$ cat config.mk
export PLATFORM = sky130hd
export DESIGN_NAME = irq_tree
export DESIGN_NICKNAME = d
export VERILOG_FILES = /design/src/rtl/irq_tree.sv
export SDC_FILE = /design/constraint.sdc
export NUM_CORES = 1
export LEC_CHECK = 0
export BUFFER_PORTS_ARGS = -buffer_cell sky130_fd_sc_hd__buf_2
export CORE_ASPECT_RATIO = 0.5
export CORE_MARGIN = 5
export CORE_UTILIZATION = 35
export CTS_CLUSTER_SIZE = 12
export DETAILED_ROUTE_END_ITERATION = 10
export HOLD_SLACK_MARGIN = 0.12
export PLACE_DENSITY_LB_ADDON = 0.2
export SYNTH_ARGS = -nofsm -noshare
export SYNTH_HDL_FRONTEND = slang
export SYNTH_SLANG_ARGS = --single-unit
$ cat constraint.sdc
create_clock -name clk -period 2.5 [get_ports clk]
set_input_delay 0.125 -clock clk [delete_from_list [all_inputs] [get_ports clk]]
set_output_delay 0.125 -clock clk [all_outputs]
set_load 0.05 [all_outputs]
$ cat src/rtl/irq_tree.sv
module irq_tree #(
  parameter int NCH  = 4,
  parameter int NREG = 4,
  parameter int RW   = 8,
  parameter int DW   = 16
) (
  input  logic                     clk,
  input  logic                     rst_n,
  input  logic [NCH*NREG*RW-1:0]   evt_i,
  input  logic                     sec_tick_i,
  input  logic                     rd_en,
  input  logic                     wr_en,
  input  logic [7:0]               addr,
  input  logic [DW-1:0]            wdata,
  output logic [DW-1:0]            rdata,
  output logic                     irq_n
);
  localparam int NEV  = NCH*NREG*RW;
  localparam int SECB = 8;

  logic [NEV-1:0]      stat_q, clr_m;
  logic [NCH*NREG-1:0] src_v;
  logic [NCH-1:0]      ch_en, chan_sum;
  logic                sec_ie, sec_st, irq_q;
  logic [DW-1:0]       rd_mux;
  logic                top_rd;

  assign top_rd = rd_en && (addr == 8'h00);

  for (genvar c = 0; c < NCH; c++) begin : g_ch
    for (genvar k = 0; k < NREG; k++) begin : g_reg
      logic hit;
      assign hit = rd_en && (addr == 8'((c+1)*16 + k + 2));
      assign clr_m[(c*NREG+k)*RW +: RW] = {RW{hit}};
      assign src_v[c*NREG+k] = |stat_q[(c*NREG+k)*RW +: RW];
    end
    assign chan_sum[c] = ch_en[c] & (|src_v[c*NREG +: NREG]);
  end

  always_ff @(posedge clk or negedge rst_n)
    if (!rst_n) stat_q <= '0;
    else        stat_q <= (stat_q & ~clr_m) | evt_i;

  always_ff @(posedge clk or negedge rst_n)
    if (!rst_n) begin
      ch_en  <= '0;
      sec_ie <= 1'b0;
    end else if (wr_en) begin
      if (addr == 8'h01) sec_ie <= wdata[0];
      for (int c = 0; c < NCH; c++)
        if (addr == 8'((c+1)*16)) ch_en[c] <= wdata[0];
    end

  always_ff @(posedge clk or negedge rst_n)
    if (!rst_n)          sec_st <= 1'b0;
    else if (sec_tick_i) sec_st <= 1'b1;
    else if (top_rd)     sec_st <= 1'b0;

  always_ff @(posedge clk or negedge rst_n)
    if (!rst_n) irq_q <= 1'b0;
    else        irq_q <= (|chan_sum) | (sec_st & sec_ie);

  assign irq_n = ~irq_q;

  always_comb begin
    rd_mux = '0;
    if (addr == 8'h00) begin
      rd_mux[NCH-1:0] = chan_sum;
      rd_mux[SECB]    = sec_st;
    end else if (addr == 8'h01) begin
      rd_mux[0] = sec_ie;
    end
    for (int c = 0; c < NCH; c++) begin
      if (addr == 8'((c+1)*16))     rd_mux[0] = ch_en[c];
      if (addr == 8'((c+1)*16 + 1)) rd_mux[NREG-1:0] = src_v[c*NREG +: NREG];
      for (int k = 0; k < NREG; k++)
        if (addr == 8'((c+1)*16 + k + 2))
          rd_mux[RW-1:0] = stat_q[(c*NREG+k)*RW +: RW];
    end
  end

  always_ff @(posedge clk or negedge rst_n)
    if (!rst_n)     rdata <= '0;
    else if (rd_en) rdata <= rd_mux;

endmodule

# Yosys cells after proc, flatten, opt, wreduce, memory -nomap -nowiden
# Cells that the tools add are included.
word_totals:
  ff_bits: 144
  output_inout_bits: 17
classes:
  eq_ne: 25
  muxes: 30
  bitwise_logic: 10
  n_reduce_logical: 45
ops:
  columns: ["op", "n"]
  rows:
  - ["$and A128 B128 Y128", 1]
  - ["$mux W8", 16]
  - ["$not A128 Y128", 1]
  - ["$or A128 B128 Y128", 1]
  - ["$reduce_or A32 Y1", 4]
  - ["$reduce_or A8 Y1", 16]
  - ["$eq A8 B6 Y1 const B", 12]
  - ["$eq A8 B5 Y1 const B", 6]
  - ["$eq A8 B7 Y1 const B", 6]
  - ["$logic_and A1 B1 Y1", 17]
  - ["$mux W4", 4]
  - ["$reduce_and A2 Y1", 5]
  - ["$mux W1", 9]
  - ["$eq A8 B1 Y1 const B", 1]
  - ["$logic_not A8 Y1", 1]
  - ["$and A1 B1 Y1", 5]
  - ["$reduce_or A4 Y1", 1]
  - ["$mux W3", 1]
  - ["$reduce_bool A2 Y1", 1]
  - ["$not A1 Y1", 1]
  - ["$or A1 B1 Y1", 1]

# Depth between registers and ports, before layout
depth:
  word_depth: 27
  mapped_depth: 9
  depth_no_buf: 6

# Worst setup path after synthesis
# No wires, ideal clock.
synth_path:
  path_type: "reg2reg"
  startpoint: "register stat_q[45]"
  endpoint: "register rdata[1]"
  setup_ns: 0.143
  arrival_ns: 1.762
  required_ns: 2.357
  path_slack_ns: 0.596
  stages_incl_launch_ff: 7
  n_path_buf: 0
  synth_period_minus_slack_ns: 1.904
  path_cell_list: "dfrtp_1 nor4_1 nand2_1 o41ai_1 o22ai_1 a2111oi_0 o22ai_1"
synth_between:
  elab_chain_cells: 23
synth_lines:
  columns: ["item", "line", "source"]
  rows:
  - ["from (decl)", "21", "logic [NEV-1:0] stat_q, clr_m;"]
  - ["from (signal assigned)", "42", "else stat_q <= (stat_q & ~clr_m) | evt_i;"]
  - ["$reduce_or A32 Y1", "37", "assign chan_sum[c] = ch_en[c] & (|src_v[c*NREG +: NREG]);"]
  - ["$and A1 B1 Y1", "37", null]
  - ["$mux W3", "67", "if (addr == 8'h00) begin"]
  - ["$mux W4", "75", "if (addr == 8'((c+1)*16 + 1)) rd_mux[NREG-1:0] = src_v[c*NREG +: NREG];"]
  - ["$mux W8 (4 in series)", "77", "if (addr == 8'((c+1)*16 + k + 2))"]
  - ["$mux W4 *", "75", null]
  - ["$mux W8 * (4 in series)", "77", null]
  - ["$mux W4 *", "75", null]
  - ["$mux W8 * (4 in series)", "77", null]
  - ["$mux W4 *", "75", null]
  - ["$mux W8 * (4 in series)", "77", null]
  - ["to (signal assigned)", "84", "else if (rd_en) rdata <= rd_mux;"]
  - ["to (decl)", "15", "output logic [DW-1:0] rdata,"]
# Every way passes the cells marked *; elsewhere a longest branch is shown, timed or not.
# A chain may end at the register's enable or synchronous reset.

# Worst setup path after layout
layout_path:
  startpoint: "register stat_q[106]"
  endpoint: "register rdata[3]"
layout_between:
  elab_chain_cells: 23
layout_lines:
  columns: ["item", "line"]
  rows:
  - ["$reduce_or A32 Y1", "37"]
  - ["$and A1 B1 Y1", "37"]
  - ["$mux W3", "67"]
  - ["$mux W4", "75"]
  - ["$mux W8 (4 in series)", "77"]
  - ["$mux W4", "75"]
  - ["$mux W8 (4 in series)", "77"]
  - ["$mux W4", "75"]
  - ["$mux W8 (4 in series)", "77"]
  - ["$mux W4", "75"]
  - ["$mux W8 (4 in series)", "77"]
# No other way between the ends.

==> impl.org <==
** GRT
- Total global routing overflow :: 0
- The number of global-route vias before repair is 7556.
- Total global routing track utilization :: 0.239
- The first global-routing pass estimated 44000 µm of wire.
- The initial antenna violation count came to 0.
- Entering global routing, the biggest net connects 69 pins.

** STA
- Tightest Pin Transition :: between 0.6 and 0.7 ns
- Hold_ws :: 0.150 ns
- Pins Over Slew Limit :: 0
- Setup repair after global routing missed its margin :: false
- Final Critical Period :: 2.38 ns
- The final hold violation count came to 0.
- Final WS setup :: 0.122 ns
- Final setup vio count :: 0
- Max Clock Skew :: approximately 0.0094 ns
- In the finished design, the share of the clock period the worst path needs comes to 0.951.
- In this run the tightest slew margin relative to its limit is 0.560.
- Derived from the worst setup path, the maximum achievable clock frequency is around 420 MHz.

** Synthesis
- Register area share after synthesis :: 0.502
- The average instance in the mapped netlist occupies slightly above 10 µm².
- Summed over all instances, the cell type with the most area after synthesis is sky130_fd_sc_hd__dfrtp_1.
- Counting flops with an async set or reset pin after synthesis yields a share of 1.00.
- Most frequently used flop master after synthesis :: sky130_fd_sc_hd__dfrtp_1
- Synthesis inferred 144 register bits.
- Most instantiated cells after synthesis :: 144 x sky130_fd_sc_hd__dfrtp_1, 130 x sky130_fd_sc_hd__a21o_1, 57 x sky130_fd_sc_hd__nand2_1, 34 x sky130_fd_sc_hd__nor4_1, 33 x sky130_fd_sc_hd__nor2_1
- Fraction of post-synthesis cell area in the top cell type by area :: 0.502
- Leading cell types by total area after synthesis :: sky130_fd_sc_hd__dfrtp_1 50%, sky130_fd_sc_hd__a21o_1 14%, sky130_fd_sc_hd__nand2_1 3.0%, sky130_fd_sc_hd__nor4_1 3.0%, sky130_fd_sc_hd__a21oi_1 1.7%
- The netlist uses 71 different library cells.
- The mapped netlist covers 7180 µm².
- The synthesized design contains 0 enable-type register cells.
- Top-count cell post-synth :: sky130_fd_sc_hd__dfrtp_1
- The cell count after synthesis came out at roughly 700.
- The Yosys step of the flow raised 0 warnings.

** Power
- Peak supply drop :: ~0.00042 V
- Of the total power, the share spent switching nets is 0.246.
- Power spread over the standard cell area amounts to 538 nW/µm².
- The internal power of the cells totals 4.37 mW.
- Leakage dissipation :: between 4 and 5 nW
- The analysis attributes to net switching a power of around 1.4 mW.
- Of the total power, the clock network draws 0.469.
- The share of total power dissipated in combinational logic is 0.122.
- The share of total power dissipated in sequential elements is 0.409.

** Critical path
- Required time worst endpoint :: 2.81 ns
- Reg-to-reg endpoint :: rdata[3]
- Category of the most critical setup path :: register to register
- STA classifies the critical path startpoint as a register.
- Data arrival at the endpoint of the critical path :: 2.68 ns
- Launching point of the worst reg2reg path :: stat_q[106]
- Critical path fanouts, max :: 3
- Endpoint type of the worst setup path :: register
- The worst register-to-register path has a setup slack of 0.12 ns.
- Counting cells, the worst reg-to-reg path comes to 9.

** Status
- The run finished with clean final reports.

** Hold path
- Hold-critical path depth :: 3
- The worst hold path terminates at rdata[8].
- The startpoint identified for the worst hold timing path is rd_en.
- Min-Delay Path Class :: input pin to register

** Clock tree
- H-Tree Depth :: 4
- Buffers added to address setup during post-CTS repair amount to 0.
- The root buffer cell chosen for the clock tree is sky130_fd_sc_hd__clkbuf_16.
- Clock tree from TritonCTS :: yes
- In this run the deepest clock path goes through 2 buffers.
- In this run, CTS created clock tree buffers numbering 17.
- Worst-skew pair later-pin latency :: 0.43 ns
- CTS sink count :: 144
- Clock transition at the registers of the reported paths :: 0.06 ns

** Route
- The routed layout has 7493 vias.
- Dividing the detail-routed wire length by the instance count gives 21.3 µm.
- The final layout contains routed wiring with a total length of 28500 µm.
- In this run, the number of DRC markers left after iteration 0 of detailed routing was 675.
- After detailed routing, the number of vias per cell comes to 5.60.
- Remaining antenna violation count after routing :: 0
- The pre-antenna-repair detailed-routing pass consisted of 6 iterations.
- Number of design rule violations left after detail routing :: 0

** Placement
- Routability cong. :: 0.958
- Worst slack at placement :: -0.285 ns
- Number of buffers inserted by port buffering :: 151
- DP HPWL :: between 20000 and 25000 µm

** Finish
- Fill cell instance count of the final layout :: 1872
- Post-layout util :: 0.529
- Fraction of final layout cells with drive strength greater than 1 :: 0.284
- The number of antenna diodes in the final layout is 0.
- In the final layout, the multi-input gates occupy 3370 µm².
- After the last flow step, the layout net total stands at 1209.
- The area growth from synthesis to layout is 50.0%.
- Register area :: about 3600 µm²

** Floorplan
- The core region is 20400 µm².
- Die Width :: ~210 µm
- Die Footprint :: 23700 µm²
- Effective utilization at floorplan :: 0.353
- After floorplanning, the core was divided into 37 placement rows.
- Floorplan die height :: 111 µm
- In this run the count of I/O pins placed on the die edge is between 150 and 200.

** Job
- Maxcap violations :: 0
-- through the flow --
| step | total power, mW | cells | TNS, ns | cell area [µm²] |
|---|---|---|---|---|
| floorplan | 2.66 | 699 | 0 | 7210 |
| global placement | 2.95 | 1174 | -0.283 | 8810 |
| detailed placement | 2.95 | 1174 | -0.285 | 8810 |
| CTS | 5.83 | 1338 | 0 | 10800 |
| global route | 5.99 | 1338 | 0 | 10800 |
| finish | 5.79 | 1338 | 0 | 10800 |
-- power by group through the flow --
stage          clock network (mW)  registers (mW)  logic, mW
2_1_floorplan                   0            2.44      0.214
3_3_place_gp                    0            2.41      0.536
3_5_place_dp                    0            2.41      0.538
4_1_cts                      2.76            2.37      0.699
5_1_grt                      2.86            2.37      0.759
6_report                     2.72            2.37      0.706
-- registers in the layout, summed over array words and instances (netlist names) --
| signal | count |
|---|---|
| sec_st | 1 |
| ch_en | 4 |
| sec_ie | 1 |
| stat_q | 128 |
| rdata | 9 |
| irq_q | 1 |
-- worst max-delay path by stage --
stage	from	to	slack, ns
2_1_floorplan	stat_q[45]	rdata[1]	0.60
3_3_place_gp	stat_q[58]	rdata[1]	-0.28
3_5_place_dp	stat_q[58]	rdata[1]	-0.29
4_1_cts	stat_q[109]	rdata[3]	0.06
5_1_grt	stat_q[45]	rdata[1]	0.02
6_report	stat_q[106]	rdata[3]	0.12
-- cell families after synthesis --
logic type	Yosys count	synth area share
AOI/OAI and AO/OA	290	0.293
muxes	10	0.0150
xor gates and xnor gates	1	0.00122
other	1	0.000522
buffers and inverters	51	0.0355
and+or+nand+nor	196	0.153
DFF	144	0.502
-- per-layer routing --
| layer | vias to the layer above | wire length, µm | GRT usage |
|---|---|---|---|
| met5 | - | 0 | 0 |
| met4 | 0 | 427 | 0.0447 |
| met3 | 42 | 2270 | 0.0520 |
| met2 | 354 | 12400 | 0.355 |
| met1 | 3711 | 13400 | 0.362 |
| li1 | 3386 | - | - |
-- layout make-up --
cell class	count	share of cell area
Clock buffer	20	0.0405
Clock inverter	12	0.0170
Inverter	7	0.00244
Multi-Input combinational cell	504	0.313
Sequential cell	144	0.334
Tap cell	273	0.0317
Timing Repair Buffer	378	0.261
-- critical path, stage by stage (launching register included) --
cell and delay, ns:
sky130_fd_sc_hd__dfrtp_1 0.41, sky130_fd_sc_hd__nor4_1 0.36, sky130_fd_sc_hd__buf_4 0.19, sky130_fd_sc_hd__nand2_1 0.05, sky130_fd_sc_hd__o41ai_1 0.42, sky130_fd_sc_hd__buf_4 0.21, sky130_fd_sc_hd__o22ai_1 0.13, sky130_fd_sc_hd__a211oi_1 0.25
sky130_fd_sc_hd__buf_4 0.18, sky130_fd_sc_hd__o21ai_1 0.07
-- repair_timing --
item,CTS,global route
gates cloned,0,0
pin swaps,0,1
gates resized for setup,3,2
hold buffers,132,0
endpoints found under the hold margin,189,0
endpoints found under the setup margin,1,3
-- cell usage in the layout (no fill, tap or decap), types with 6 or more instances in the layout --
master and count:
sky130_fd_sc_hd__nor3_1 11, sky130_fd_sc_hd__o211ai_1 6, sky130_fd_sc_hd__a31oi_1 6, sky130_fd_sc_hd__buf_4 94, sky130_fd_sc_hd__nor2_1 33, sky130_fd_sc_hd__inv_1 6, sky130_fd_sc_hd__conb_1 7, sky130_fd_sc_hd__dlygate4sd3_1 132
sky130_fd_sc_hd__a21oi_1 25, sky130_fd_sc_hd__a21o_1 130, sky130_fd_sc_hd__buf_2 150, sky130_fd_sc_hd__clkbuf_16 17, sky130_fd_sc_hd__a221oi_1 8, sky130_fd_sc_hd__o21ai_0 25, sky130_fd_sc_hd__a22o_1 7, sky130_fd_sc_hd__dfrtp_1 144
sky130_fd_sc_hd__nand2_1 57, sky130_fd_sc_hd__a22oi_1 10, sky130_fd_sc_hd__mux2_2 6, sky130_fd_sc_hd__a211oi_1 9, sky130_fd_sc_hd__o22ai_1 18, sky130_fd_sc_hd__nand3_1 17, sky130_fd_sc_hd__nor4_1 32
(Power assumes the default switching activity.)
